File: config.mk
export PLATFORM = sky130hd
export DESIGN_NAME = ofdma_preamble_mapper
export DESIGN_NICKNAME = d
export VERILOG_FILES = /design/src/rtl/ofdma_pre_pkg.sv /design/src/rtl/pre_rst_sync.sv /design/src/rtl/pre_bin_seq.sv /design/src/rtl/pre_set_class.sv /design/src/rtl/pre_out_stage.sv /design/src/rtl/ofdma_preamble_mapper.sv
export SDC_FILE = /design/constraint.sdc
export NUM_CORES = 1
export LEC_CHECK = 0
export ABC_AREA = 1
export BUFFER_PORTS_ARGS = -buffer_cell sky130_fd_sc_hd__buf_2
export CORE_MARGIN = 1.5
export CORE_UTILIZATION = 30
export CTS_CLUSTER_DIAMETER = 50
export CTS_CLUSTER_SIZE = 12
export DETAILED_ROUTE_END_ITERATION = 8
export HOLD_SLACK_MARGIN = 0.12
export SETUP_SLACK_MARGIN = 0.1
export SYNTH_ARGS = -nofsm -noshare
export SYNTH_HDL_FRONTEND = slang
export SYNTH_SLANG_ARGS = --single-unit
File: constraint.sdc
create_clock -name clk -period 1.9 [get_ports clk]
set_clock_uncertainty 0.2 [all_clocks]
set_input_delay 0.095 -clock clk [delete_from_list [all_inputs] [get_ports clk]]
set_output_delay 0.095 -clock clk [all_outputs]
set_load 0.1 [all_outputs]
File: src/rtl/ofdma_pre_pkg.sv
package ofdma_pre_pkg;
  // classification of the bin currently addressed by the sequencer
  typedef struct packed {
    logic take_pn;  // bin belongs to the chosen carrier set
    logic on_dc;    // bin is the DC bin
    logic fill;     // bin carries a nonzero BPSK value
  } bin_class_t;
endpackage

File: src/rtl/pre_rst_sync.sv
module pre_rst_sync (
  input  logic clk,
  input  logic rst_n,
  output logic rst_sync_n
);
  logic meta_q;

  always_ff @(posedge clk or negedge rst_n) begin
    if (!rst_n) begin
      meta_q     <= 1'b0;
      rst_sync_n <= 1'b0;
    end else begin
      meta_q     <= 1'b1;
      rst_sync_n <= meta_q;
    end
  end
endmodule

File: src/rtl/pre_bin_seq.sv
module pre_bin_seq #(
  parameter int N_FFT   = 2048,
  parameter int GUARD_L = 172,
  parameter int GUARD_R = 172,
  parameter int N_SETS  = 3,
  parameter int BIN_W   = $clog2(N_FFT),
  parameter int SEL_W   = 2
) (
  input  logic             clk,
  input  logic             rst_n,
  input  logic             start,
  input  logic [SEL_W-1:0] sel_in,
  output logic             active,
  output logic [BIN_W-1:0] cnt,
  output logic [SEL_W-1:0] phase,
  output logic [SEL_W-1:0] sel_q,
  output logic             in_used
);
  localparam logic [BIN_W-1:0] LAST_BIN  = BIN_W'(N_FFT - 1);
  localparam logic [BIN_W-1:0] USED_LO   = BIN_W'(GUARD_L);
  localparam logic [BIN_W-1:0] USED_HI   = BIN_W'(N_FFT - GUARD_R - 1);
  localparam logic [SEL_W-1:0] PHASE_TOP = SEL_W'(N_SETS - 1);

  logic             act_d;
  logic [BIN_W-1:0] cnt_d;
  logic [SEL_W-1:0] ph_d, sel_d;
  logic             clk_en;

  assign in_used = (cnt >= USED_LO) && (cnt <= USED_HI);
  assign clk_en  = start | active;

  always_comb begin
    act_d = active;
    cnt_d = cnt;
    ph_d  = phase;
    sel_d = sel_q;
    if (!active) begin
      if (start) begin
        act_d = 1'b1;
        cnt_d = '0;
        ph_d  = '0;
        sel_d = sel_in;
      end
    end else begin
      cnt_d = cnt + 1'b1;
      if (in_used) ph_d = (phase == PHASE_TOP) ? '0 : phase + 1'b1;
      if (cnt == LAST_BIN) begin
        act_d = 1'b0;
        cnt_d = '0;
      end
    end
  end

  always_ff @(posedge clk or negedge rst_n) begin
    if (!rst_n) begin
      active <= 1'b0;
      cnt    <= '0;
      phase  <= '0;
      sel_q  <= '0;
    end else if (clk_en) begin
      active <= act_d;
      cnt    <= cnt_d;
      phase  <= ph_d;
      sel_q  <= sel_d;
    end
  end


  phase_range_chk: assert property (@(posedge clk) disable iff (!rst_n)
    phase <= PHASE_TOP);


  sel_hold_chk: assert property (@(posedge clk) disable iff (!rst_n)
    (active && $past(active)) |-> $stable(sel_q));
endmodule

File: src/rtl/pre_set_class.sv
module pre_set_class
  import ofdma_pre_pkg::*;
#(
  parameter int N_FFT = 2048,
  parameter int BIN_W = $clog2(N_FFT),
  parameter int SEL_W = 2
) (
  input  logic             active,
  input  logic             in_used,
  input  logic [BIN_W-1:0] cnt,
  input  logic [SEL_W-1:0] phase,
  input  logic [SEL_W-1:0] sel_q,
  output bin_class_t       cls
);
  localparam logic [BIN_W-1:0] DC_BIN = BIN_W'(N_FFT / 2);

  always_comb begin
    cls.take_pn = active & in_used & (phase == sel_q);
    cls.on_dc   = (cnt == DC_BIN);
    cls.fill    = cls.take_pn & ~cls.on_dc;
  end
endmodule

File: src/rtl/pre_out_stage.sv
module pre_out_stage
  import ofdma_pre_pkg::*;
#(
  parameter int N_FFT   = 2048,
  parameter int GUARD_L = 172,
  parameter int GUARD_R = 172,
  parameter int BIN_W   = $clog2(N_FFT),
  parameter int IQ_W    = 16,
  parameter int BOOST   = 21845
) (
  input  logic                   clk,
  input  logic                   rst_n,
  input  logic                   active,
  input  logic [BIN_W-1:0]       cnt,
  input  bin_class_t             cls,
  input  logic                   pn_bit,
  output logic                   out_valid,
  output logic [BIN_W-1:0]       out_bin,
  output logic signed [IQ_W-1:0] out_i,
  output logic                   done
);
  localparam logic [BIN_W-1:0]       LAST_BIN = BIN_W'(N_FFT - 1);
  localparam logic [BIN_W-1:0]       DC_BIN   = BIN_W'(N_FFT / 2);
  localparam logic [BIN_W-1:0]       USED_LO  = BIN_W'(GUARD_L);
  localparam logic [BIN_W-1:0]       USED_HI  = BIN_W'(N_FFT - GUARD_R - 1);
  localparam logic signed [IQ_W-1:0] POS_AMP  = IQ_W'(BOOST);
  localparam logic signed [IQ_W-1:0] NEG_AMP  = -POS_AMP;

  logic                   val_d, done_d;
  logic [BIN_W-1:0]       bin_d;
  logic signed [IQ_W-1:0] i_d;

  always_comb begin
    val_d  = active;
    bin_d  = active ? cnt : out_bin;
    i_d    = '0;
    if (cls.fill) i_d = pn_bit ? NEG_AMP : POS_AMP;
    done_d = out_valid && (out_bin == LAST_BIN);
  end

  always_ff @(posedge clk or negedge rst_n) begin
    if (!rst_n) begin
      out_valid <= 1'b0;
      out_bin   <= '0;
      out_i     <= '0;
      done      <= 1'b0;
    end else begin
      out_valid <= val_d;
      out_bin   <= bin_d;
      out_i     <= i_d;
      done      <= done_d;
    end
  end


  bin_step_chk: assert property (@(posedge clk) disable iff (!rst_n)
    (out_valid && $past(out_valid)) |-> (out_bin == $past(out_bin) + 1'b1));


  guard_zero_chk: assert property (@(posedge clk) disable iff (!rst_n)
    (out_valid && ((out_bin < USED_LO) || (out_bin > USED_HI))) |-> (out_i == '0));


  dc_zero_chk: assert property (@(posedge clk) disable iff (!rst_n)
    (out_valid && (out_bin == DC_BIN)) |-> (out_i == '0));


  amp_level_chk: assert property (@(posedge clk) disable iff (!rst_n)
    (out_i != '0) |-> (out_valid && ((out_i == POS_AMP) || (out_i == NEG_AMP))));


  done_gap_chk: assert property (@(posedge clk) disable iff (!rst_n)
    done |-> !out_valid);
endmodule

File: src/rtl/ofdma_preamble_mapper.sv
module ofdma_preamble_mapper
  import ofdma_pre_pkg::*;
#(
  parameter int N_FFT   = 2048,
  parameter int GUARD_L = 172,
  parameter int GUARD_R = 172,
  parameter int N_SETS  = 3,
  parameter int IQ_W    = 16,
  parameter int UNIT    = 8192,
  parameter int BOOST   = (8 * UNIT) / 3,
  parameter int BIN_W   = $clog2(N_FFT),
  parameter int SEL_W   = 2
) (
  input  logic                   clk,
  input  logic                   rst_n,
  input  logic                   start,
  input  logic [SEL_W-1:0]       set_sel,
  input  logic                   pn_bit,
  output logic                   pn_req,
  output logic                   out_valid,
  output logic [BIN_W-1:0]       out_bin,
  output logic signed [IQ_W-1:0] out_i,
  output logic signed [IQ_W-1:0] out_q,
  output logic                   done
);
  logic             rst_sync_n;
  logic             active, in_used;
  logic [BIN_W-1:0] cnt;
  logic [SEL_W-1:0] phase, sel_q;
  bin_class_t       cls;

  pre_rst_sync u_rst (
    .clk        (clk),
    .rst_n      (rst_n),
    .rst_sync_n (rst_sync_n)
  );

  pre_bin_seq #(
    .N_FFT(N_FFT), .GUARD_L(GUARD_L), .GUARD_R(GUARD_R),
    .N_SETS(N_SETS), .BIN_W(BIN_W), .SEL_W(SEL_W)
  ) u_seq (
    .clk     (clk),
    .rst_n   (rst_sync_n),
    .start   (start),
    .sel_in  (set_sel),
    .active  (active),
    .cnt     (cnt),
    .phase   (phase),
    .sel_q   (sel_q),
    .in_used (in_used)
  );

  pre_set_class #(
    .N_FFT(N_FFT), .BIN_W(BIN_W), .SEL_W(SEL_W)
  ) u_cls (
    .active  (active),
    .in_used (in_used),
    .cnt     (cnt),
    .phase   (phase),
    .sel_q   (sel_q),
    .cls     (cls)
  );

  pre_out_stage #(
    .N_FFT(N_FFT), .GUARD_L(GUARD_L), .GUARD_R(GUARD_R),
    .BIN_W(BIN_W), .IQ_W(IQ_W), .BOOST(BOOST)
  ) u_out (
    .clk       (clk),
    .rst_n     (rst_sync_n),
    .active    (active),
    .cnt       (cnt),
    .cls       (cls),
    .pn_bit    (pn_bit),
    .out_valid (out_valid),
    .out_bin   (out_bin),
    .out_i     (out_i),
    .done      (done)
  );

  assign pn_req = cls.take_pn;
  assign out_q  = '0;


  req_active_chk: assert property (@(posedge clk) disable iff (!rst_sync_n)
    pn_req |=> out_valid);


  idle_quiet_chk: assert property (@(posedge clk) disable iff (!rst_sync_n)
    !out_valid |-> (out_i == '0));
endmodule

==> qor.txt, run 1 <==
Outcome = finished, violations left
Failing checks = negative setup slack
Die W = 81.0 microns
Sink Count = 34
Antenna violations before repair = 0
Drt first pass iters = 4
Synthesized flop and latch total = 34
Hold Path Class = reg2reg
XOR/XNOR Fraction of Synth Area = 1.92%
Critical Path AT = 1.61 ns
Fmax = 524 MHz
Post-DP Area = 0.00195 sq mm
Clk pwr share = 42.8%
CP max stage delay = 0.42 ns
Fin. max-slew vios = 0
Min Tclk post-route = 1.91 ns
Peak supply drop = 0.266 mV
Vias in the first global route = 1393
Reg2reg end = u_out.out_i[13]$_DFF_PN0_
P_leak = 0.00113 uW
CP bufs+invs = 3
Routed vias/inst = 4.36
RSZ-0062 raised after global routing = yes
Initial Utilization = 31.0%
Final HPWL DP = 2710 microns
Clk slew on worst S/H paths = 0.08 ns
Share of layout cells above drive strength 1 = 33.5%
Endpoints failing hold = 0
Mux cell area share after synthesis = 0%
Syn avg cell area = 8.49 sq um
Crit path depth = 8
Yosys cell types = 27
First-pass GRT wire length = 6480 microns
Bufs on Longest Clock Path = 2
Setup-failing EPs final = 1
Switching portion of total power = 28.2%
Reg2Reg Depth = 9
Routed wire per std cell = 11.6 microns
Comb pwr share = 11.0%
Core Area = 0.00589 sq mm
P_sw = 446 uW
Synth Area in Simple Gates = 22.5%
DRT Wirelength = 3970 microns
CP Class = reg2out
Largest family of logic cells by synthesized area = simple AND/OR/NAND/NOR gates
FF-to-FF setup slack = 0.23 ns
WP data required = 1.60 ns
DR DRC count = 0
Max-cap viol count = 0
Final ANT Viol Nets = 0
Nets = 273
Setup crit end kind = output port
Crit-path cells = buf_6, nand2_4, nor3_2, nand3_1, nand2_2, nand3_2, clkinvlp_4, buf_12
CTS tree = yes
Synth-to-Final Area Change = 25.9%
Post-Syn Area = 0.00183 sq mm
TritonCTS buffer count = 5
CP max stage cell = dfrtp_1
Power Density = 687 mW/mm^2
DR vias = 1487
Critical Path End = pn_req
Post-synthesis compound-gate area fraction = 9.05%
Reg-to-Reg Start = u_seq.cnt[7]$_DFFE_PN0P_
I/O Pins = 52
Initial DRC Count = 77
Final instance area = 0.00230 sq mm
GRT Overall Usage = 13.2%
Post-synthesis adder-cell area fraction = 1.37%
CP startpoint = u_seq.cnt[6]$_DFFE_PN0P_
Setup ws final = -0.00719 ns
Number of cell rows = 28
IO Port Bufs = 35
Synth Warn # = 0
Hold_sp = u_rst.meta_q$_DFF_PN0_
Gate count of the mapped netlist = 215
Fin crit share = 100%
Root Buffer = clkbuf_8
Startpoint Class = flip-flop
# diodes = 0
Register area share after synthesis = 46.6%
Clk Latency, worst-skew pair = 0.29 ns
Die height = 81.0 microns
Int Power = 1130 uW
Crit-path leading delay family = simple AND/OR/NAND/NOR gates
H-tree Lvls = 2
Flop pwr share = 46.2%
Largest net degree at the start of global routing = 33
Worst-path fanout max = 4
DIE AREA = 0.00656 sq mm
Grt ovf = 0
Global placement routability congestion = 0.879
Final Util = 39.1%
## through the flow
step	cells	total power (uW)	hold slack [ns]	setup slack [ns]	setup TNS (ns)
2_1_floorplan	230	919	-0.401	0.156	0
3_3_place_gp	311	906	-0.319	0.189	0
3_5_place_dp	311	907	-0.316	0.187	0
4_1_cts	341	1590	0.155	0.0370	0
5_1_grt	341	1640	0.170	-0.0976	-0.0976
6_report	341	1580	0.152	-0.00719	-0.00719
## worst register-to-register path, cell delays in order, from the launching register on
cell,delay [ns]
dfrtp_1,0.37
inv_2,0.05
buf_4,0.13
nor2_1,0.10
nand2_1,0.10
a21oi_4,0.17
buf_4,0.12
buf_4,0.11
nand4_2,0.12
nor2_1,0.11
## cell type report
| class | instances | area, sq um |
|---|---|---|
| flip-flops and latches | 34 | 852 |
| clock buffers | 5 | 68.8 |
| repair buffers | 60 | 404 |
| multi-input cells | 140 | 739 |
| well taps | 75 | 93.8 |
| clock inverters | 3 | 45.0 |
| inverters | 24 | 95.1 |
| fillers | 621 | 3590 |
## per-layer routing
layer | vias to the layer above | wire (microns) | track usage [%]
li1 | 745 | - | -
met1 | 687 | 1800 | 16.1
met2 | 48 | 1880 | 21.5
met3 | 7 | 220 | 3.82
met4 | 0 | 73 | 6.03
met5 | - | 0 | 0
## cells in the mapped netlist
master / number / area share [%]
inv_2: 3 / 0.62
nand4_2: 1 / 0.69
ha_1: 2 / 1.4
buf_2: 1 / 0.27
inv_1: 20 / 4.1
dfrtp_1: 34 / 47
nand2_2: 3 / 1.0
nand2_4: 1 / 0.62
o22ai_1: 5 / 1.7
a21oi_4: 1 / 0.89
clkbuf_8: 1 / 0.75
nor2_1: 18 / 3.7
xor2_1: 4 / 1.9
nand3_2: 1 / 0.55
a21oi_1: 2 / 0.55
nand3_1: 15 / 4.1
nand2_1: 39 / 8.0
o31ai_1: 1 / 0.41
clkinv_2: 1 / 0.27
conb_1: 2 / 0.41
nor3_1: 1 / 0.27
o21ai_0: 19 / 5.2
o21ai_1: 1 / 0.27
nand4_1: 7 / 2.4
nor3_2: 2 / 1.1
buf_4: 29 / 12
clkbuf_1: 1 / 0.21
## timing repair
action                                 in CTS  in global routing
setup endpoints to repair                   1                  3
endpoints found under the hold margin      48                  0
gates cloned                                0                  0
pin swaps                                   9                  3
buffers inserted                           13                  0
hold buffers                                9                  0
gates resized for setup                    15                  3
## power by group through the flow
stage | Combinational (uW) | Clock [uW] | Sequential [uW]
after floorplan | 167 | 0 | 753
after global placement | 163 | 0 | 743
after detailed placement | 163 | 0 | 744
after CTS | 174 | 688 | 729
after global routing | 183 | 726 | 729
final | 174 | 677 | 729
## how the worst min path moves through the flow
| stage | cells after the start | slack, ns | endpoint |
|---|---|---|---|
| after CTS | 0 | 0.16 | u_rst.rst_sync_n$_DFF_PN0_ |
| after global routing | 0 | 0.17 | u_rst.rst_sync_n$_DFF_PN0_ |
| after global placement | 1 | -0.32 | u_rst.meta_q$_DFF_PN0_ |
| final | 0 | 0.15 | u_rst.rst_sync_n$_DFF_PN0_ |
| after floorplan | 0 | -0.40 | u_rst.meta_q$_DFF_PN0_ |
| after detailed placement | 1 | -0.32 | u_rst.meta_q$_DFF_PN0_ |
## cell usage in the layout (no fill, tap or decap), types with 4 or more instances in the layout
cell / synthesis / final
inv_1: 20 / 16
nor2_2: 0 / 6
conb_1: 2 / 17
o22ai_1: 5 / 5
nand3_1: 15 / 13
inv_2: 3 / 6
dfrtp_1: 34 / 33
buf_4: 29 / 15
clkbuf_8: 1 / 5
dlygate4sd3_1: 0 / 9
o21ai_0: 19 / 19
buf_2: 1 / 34
nor2_1: 18 / 12
xor2_1: 4 / 4
nand2_1: 39 / 36
nand2_2: 3 / 5
nand4_1: 7 / 7
## flip-flops by register name (all words and copies together) (netlist names)
name              cells
u_out.done            1
u_out.out_i           3
u_seq.active          1
u_out.out_bin        11
u_seq.phase           2
u_rst.rst_sync_n      1
u_seq.sel_q           2
u_seq.cnt            11
u_out.out_valid       1
u_rst.meta_q          1
## cell families (layout without fill, tap and decap cells)
group / Yosys count / after routing
and+or+nand+nor: 88 / 88
adders and majority gates: 2 / 2
xor gates and xnor gates: 4 / 4
DFF: 34 / 34
buffers and inverters: 56 / 92
AOI/OAI and AO/OA: 29 / 29
other: 2 / 17
No activity file was read; power rests on OpenSTA's default activity.
==> run 2, diff against run 1 <==
- PLACE_DENSITY_LB_ADDON: unset -> 0.25
==> qor.txt, run 2 (synthesis gave the netlist of run 1 again) <==
CP Class = reg2out (unchanged)
CP max stage cell = dfrtp_1 (unchanged)
Initial Utilization = 31.0% (unchanged)
Most frequent cells in the layout = 34 x nand2_1, 34 x buf_2, 31 x dfrtp_1 (was 36 x nand2_1, 34 x buf_2, 33 x dfrtp_1)
Crit-path cells = inv_2, buf_4, nor2_1, nand2_1, a21oi_4, nand3_2, clkinvlp_4, buf_12 (was buf_6, nand2_4, nor3_2, nand3_1, nand2_2, nand3_2, clkinvlp_4, buf_12)
Global placement routability congestion = 0.878 (was 0.879)
Worst slack, placed = 0.173 ns (was 0.187 ns)
GRT Overall Usage = 14.1% (was 13.2%)
Bufs on Longest Clock Path = 2 (unchanged)
Power Density = 631 mW/mm^2 (was 687 mW/mm^2)
Number of cell rows = 28 (unchanged)
Worst Hold End = u_rst.rst_sync_n$_DFF_PN0_ (unchanged)
Reg2reg end = u_seq.cnt[0]$_DFFE_PN0P_ (was u_out.out_i[13]$_DFF_PN0_)
Final ANT Viol Nets = 0 (unchanged)
# diodes = 0 (unchanged)
DRT Wirelength = 4030 microns (was 3970 microns)
Fmax = 542 MHz (was 524 MHz)
FF-to-FF setup slack = 0.23 ns (about the same)
Clk slew on worst S/H paths = 0.07 ns (was 0.08 ns)
Antenna violations before repair = 0 (unchanged)
TritonCTS buffer count = 5 (unchanged)
Min-Delay Path Depth = 0 (unchanged)
Outcome = completed (was finished, violations left)
Sink Count = 34 (unchanged)
Routed wire per std cell = 11.7 microns (was 11.6 microns)
Min Tclk post-route = 1.84 ns (was 1.91 ns)
Setup crit end kind = output port (unchanged)
First-pass GRT wire length = 6770 microns (was 6480 microns)
DR DRC count = 0 (unchanged)
Startpoint Class = flip-flop (unchanged)
Routed vias/inst = 4.34 (was 4.36)
P_leak = 0.00116 uW (was 0.00113 uW)
Crit-path leading delay family = buffers and inverters (was simple AND/OR/NAND/NOR gates)
Hold_sp = u_rst.meta_q$_DFF_PN0_ (unchanged)
Total Power = 1460 uW (was 1580 uW)
Max-cap viol count = 0 (unchanged)
Share of layout cells above drive strength 1 = 34.6% (was 33.5%)
Peak supply drop = 0.233 mV (was 0.266 mV)
Root Buffer = clkbuf_8 (unchanged)
Synth-to-Final Area Change = 26.6% (was 25.9%)
CP max stage delay = 0.37 ns (was 0.42 ns)
Top flop regs = u_out.out_bin (11), u_seq.cnt (11), u_out.out_i (3) (unchanged)
Setup ws final = 0.0558 ns (was -0.00719 ns)
CP bufs+invs = 4 (was 3)
Grt ovf = 0 (unchanged)
Clk Latency, worst-skew pair = 0.29 ns (about the same)
WP data required = 1.60 ns (about the same)
Die height = 81.0 microns (unchanged)
IO Port Bufs = 35 (unchanged)
Fin. max-slew vios = 0 (unchanged)
TNS Setup = 0 ns (was -0.00719 ns)
I/O Pins = 52 (unchanged)
DR vias = 1494 (was 1487)
RSZ-0062 raised after global routing = yes (unchanged)
Endpoints failing hold = 0 (unchanged)
Final Util = 39.3% (was 39.1%)
Fin crit share = 97.1% (was 100%)
Worst-path fanout max = 3 (was 4)
H-tree Lvls = 2 (unchanged)
Placed Cells = 311 (unchanged)
Setup-failing EPs final = 0 (was 1)
Reg2Reg Depth = 8 (was 9)
Core Area = 0.00589 sq mm (unchanged)
Die W = 81.0 microns (unchanged)
Critical Path AT = 1.55 ns (was 1.61 ns)
Fin cells = 344 (was 341)
Drt first pass iters = 4 (unchanged)
Reg-to-Reg Start = u_seq.cnt[5]$_DFFE_PN0P_ (was u_seq.cnt[7]$_DFFE_PN0P_)
Nets = 276 (was 273)
Largest net degree at the start of global routing = 33 (unchanged)
Final HPWL DP = 2780 microns (was 2710 microns)
Hold Path Class = reg2reg (unchanged)
CTS tree = yes (unchanged)
DIE AREA = 0.00656 sq mm (unchanged)
Vias in the first global route = 1420 (was 1393)
Initial DRC Count = 85 (was 77)
-- run 2: worst max path at each step --
| stage | from | end | slack [ns] | cells past startpoint |
|---|---|---|---|---|
| after global routing | u_seq.cnt[5]$_DFFE_PN0P_ | pn_req | -0.04 | 9 |
| after CTS | u_seq.cnt[5]$_DFFE_PN0P_ | pn_req | 0.04 | 8 |
| after global placement | u_seq.cnt[5]$_DFFE_PN0P_ | pn_req | 0.12 | 9 |
| after floorplan | u_seq.cnt[7]$_DFFE_PN0P_ | pn_req | 0.16 | 8 |
| final | u_seq.cnt[7]$_DFFE_PN0P_ | pn_req | 0.06 | 8 |
| after detailed placement | u_seq.cnt[5]$_DFFE_PN0P_ | pn_req | 0.17 | 9 |
-- run 2: stage by stage --
stage / hold slack, ns / cell area, sq um
2_1_floorplan: -0.401 / 1890
3_3_place_gp: -0.320 / 1950
3_5_place_dp: -0.318 / 1950
4_1_cts: 0.154 / 2280
5_1_grt: 0.157 / 2310
6_report: 0.152 / 2310
-- run 2: metal layers --
layer  up-vias  GRT usage (%)  share of wire [%]
li1        756              -                  -
met1       684           16.6                 46
met2        46           23.0                 46
met3         8           4.04                4.7
met4         0           8.10                3.1
met5         -              0                  0
-- run 2: repair_timing --
item,CTS,global route
hold endpoints to repair,49,0
endpoints found under the setup margin,1,2
pin swaps,8,2
hold buffers,9,0
buffers inserted,14,2
gates resized for setup,17,5
cloned,0,0
-- run 2: report_power, final --
part | switching (uW) | total [uW] | internal (uW) | leakage [uW]
Sequential | 1.78 | 730 | 728 | 0.000360
Combinational | 156 | 173 | 16.4 | 0.000750
Clock | 264 | 556 | 292 | 0.0000482
-- run 2: cell type report --
cell class,instances,area [sq um]
Clock inverter,1,5.00
Sequential cell,34,855
Multi-Input combinational cell,140,751
Timing Repair Buffer,63,423
Tap cell,75,93.8
Inverter,24,97.6
Fill cell,611,3570
Clock buffer,7,86.3
-- run 2: worst register-to-register path: cells and delay by family, from the launching register on --
kind,cells,cell delay (ns)
AO/OA/AOI/OAI,1,0.07
buffers and inverters,4,0.48
flip-flops,1,0.40
AND/OR/NAND/NOR,3,0.40
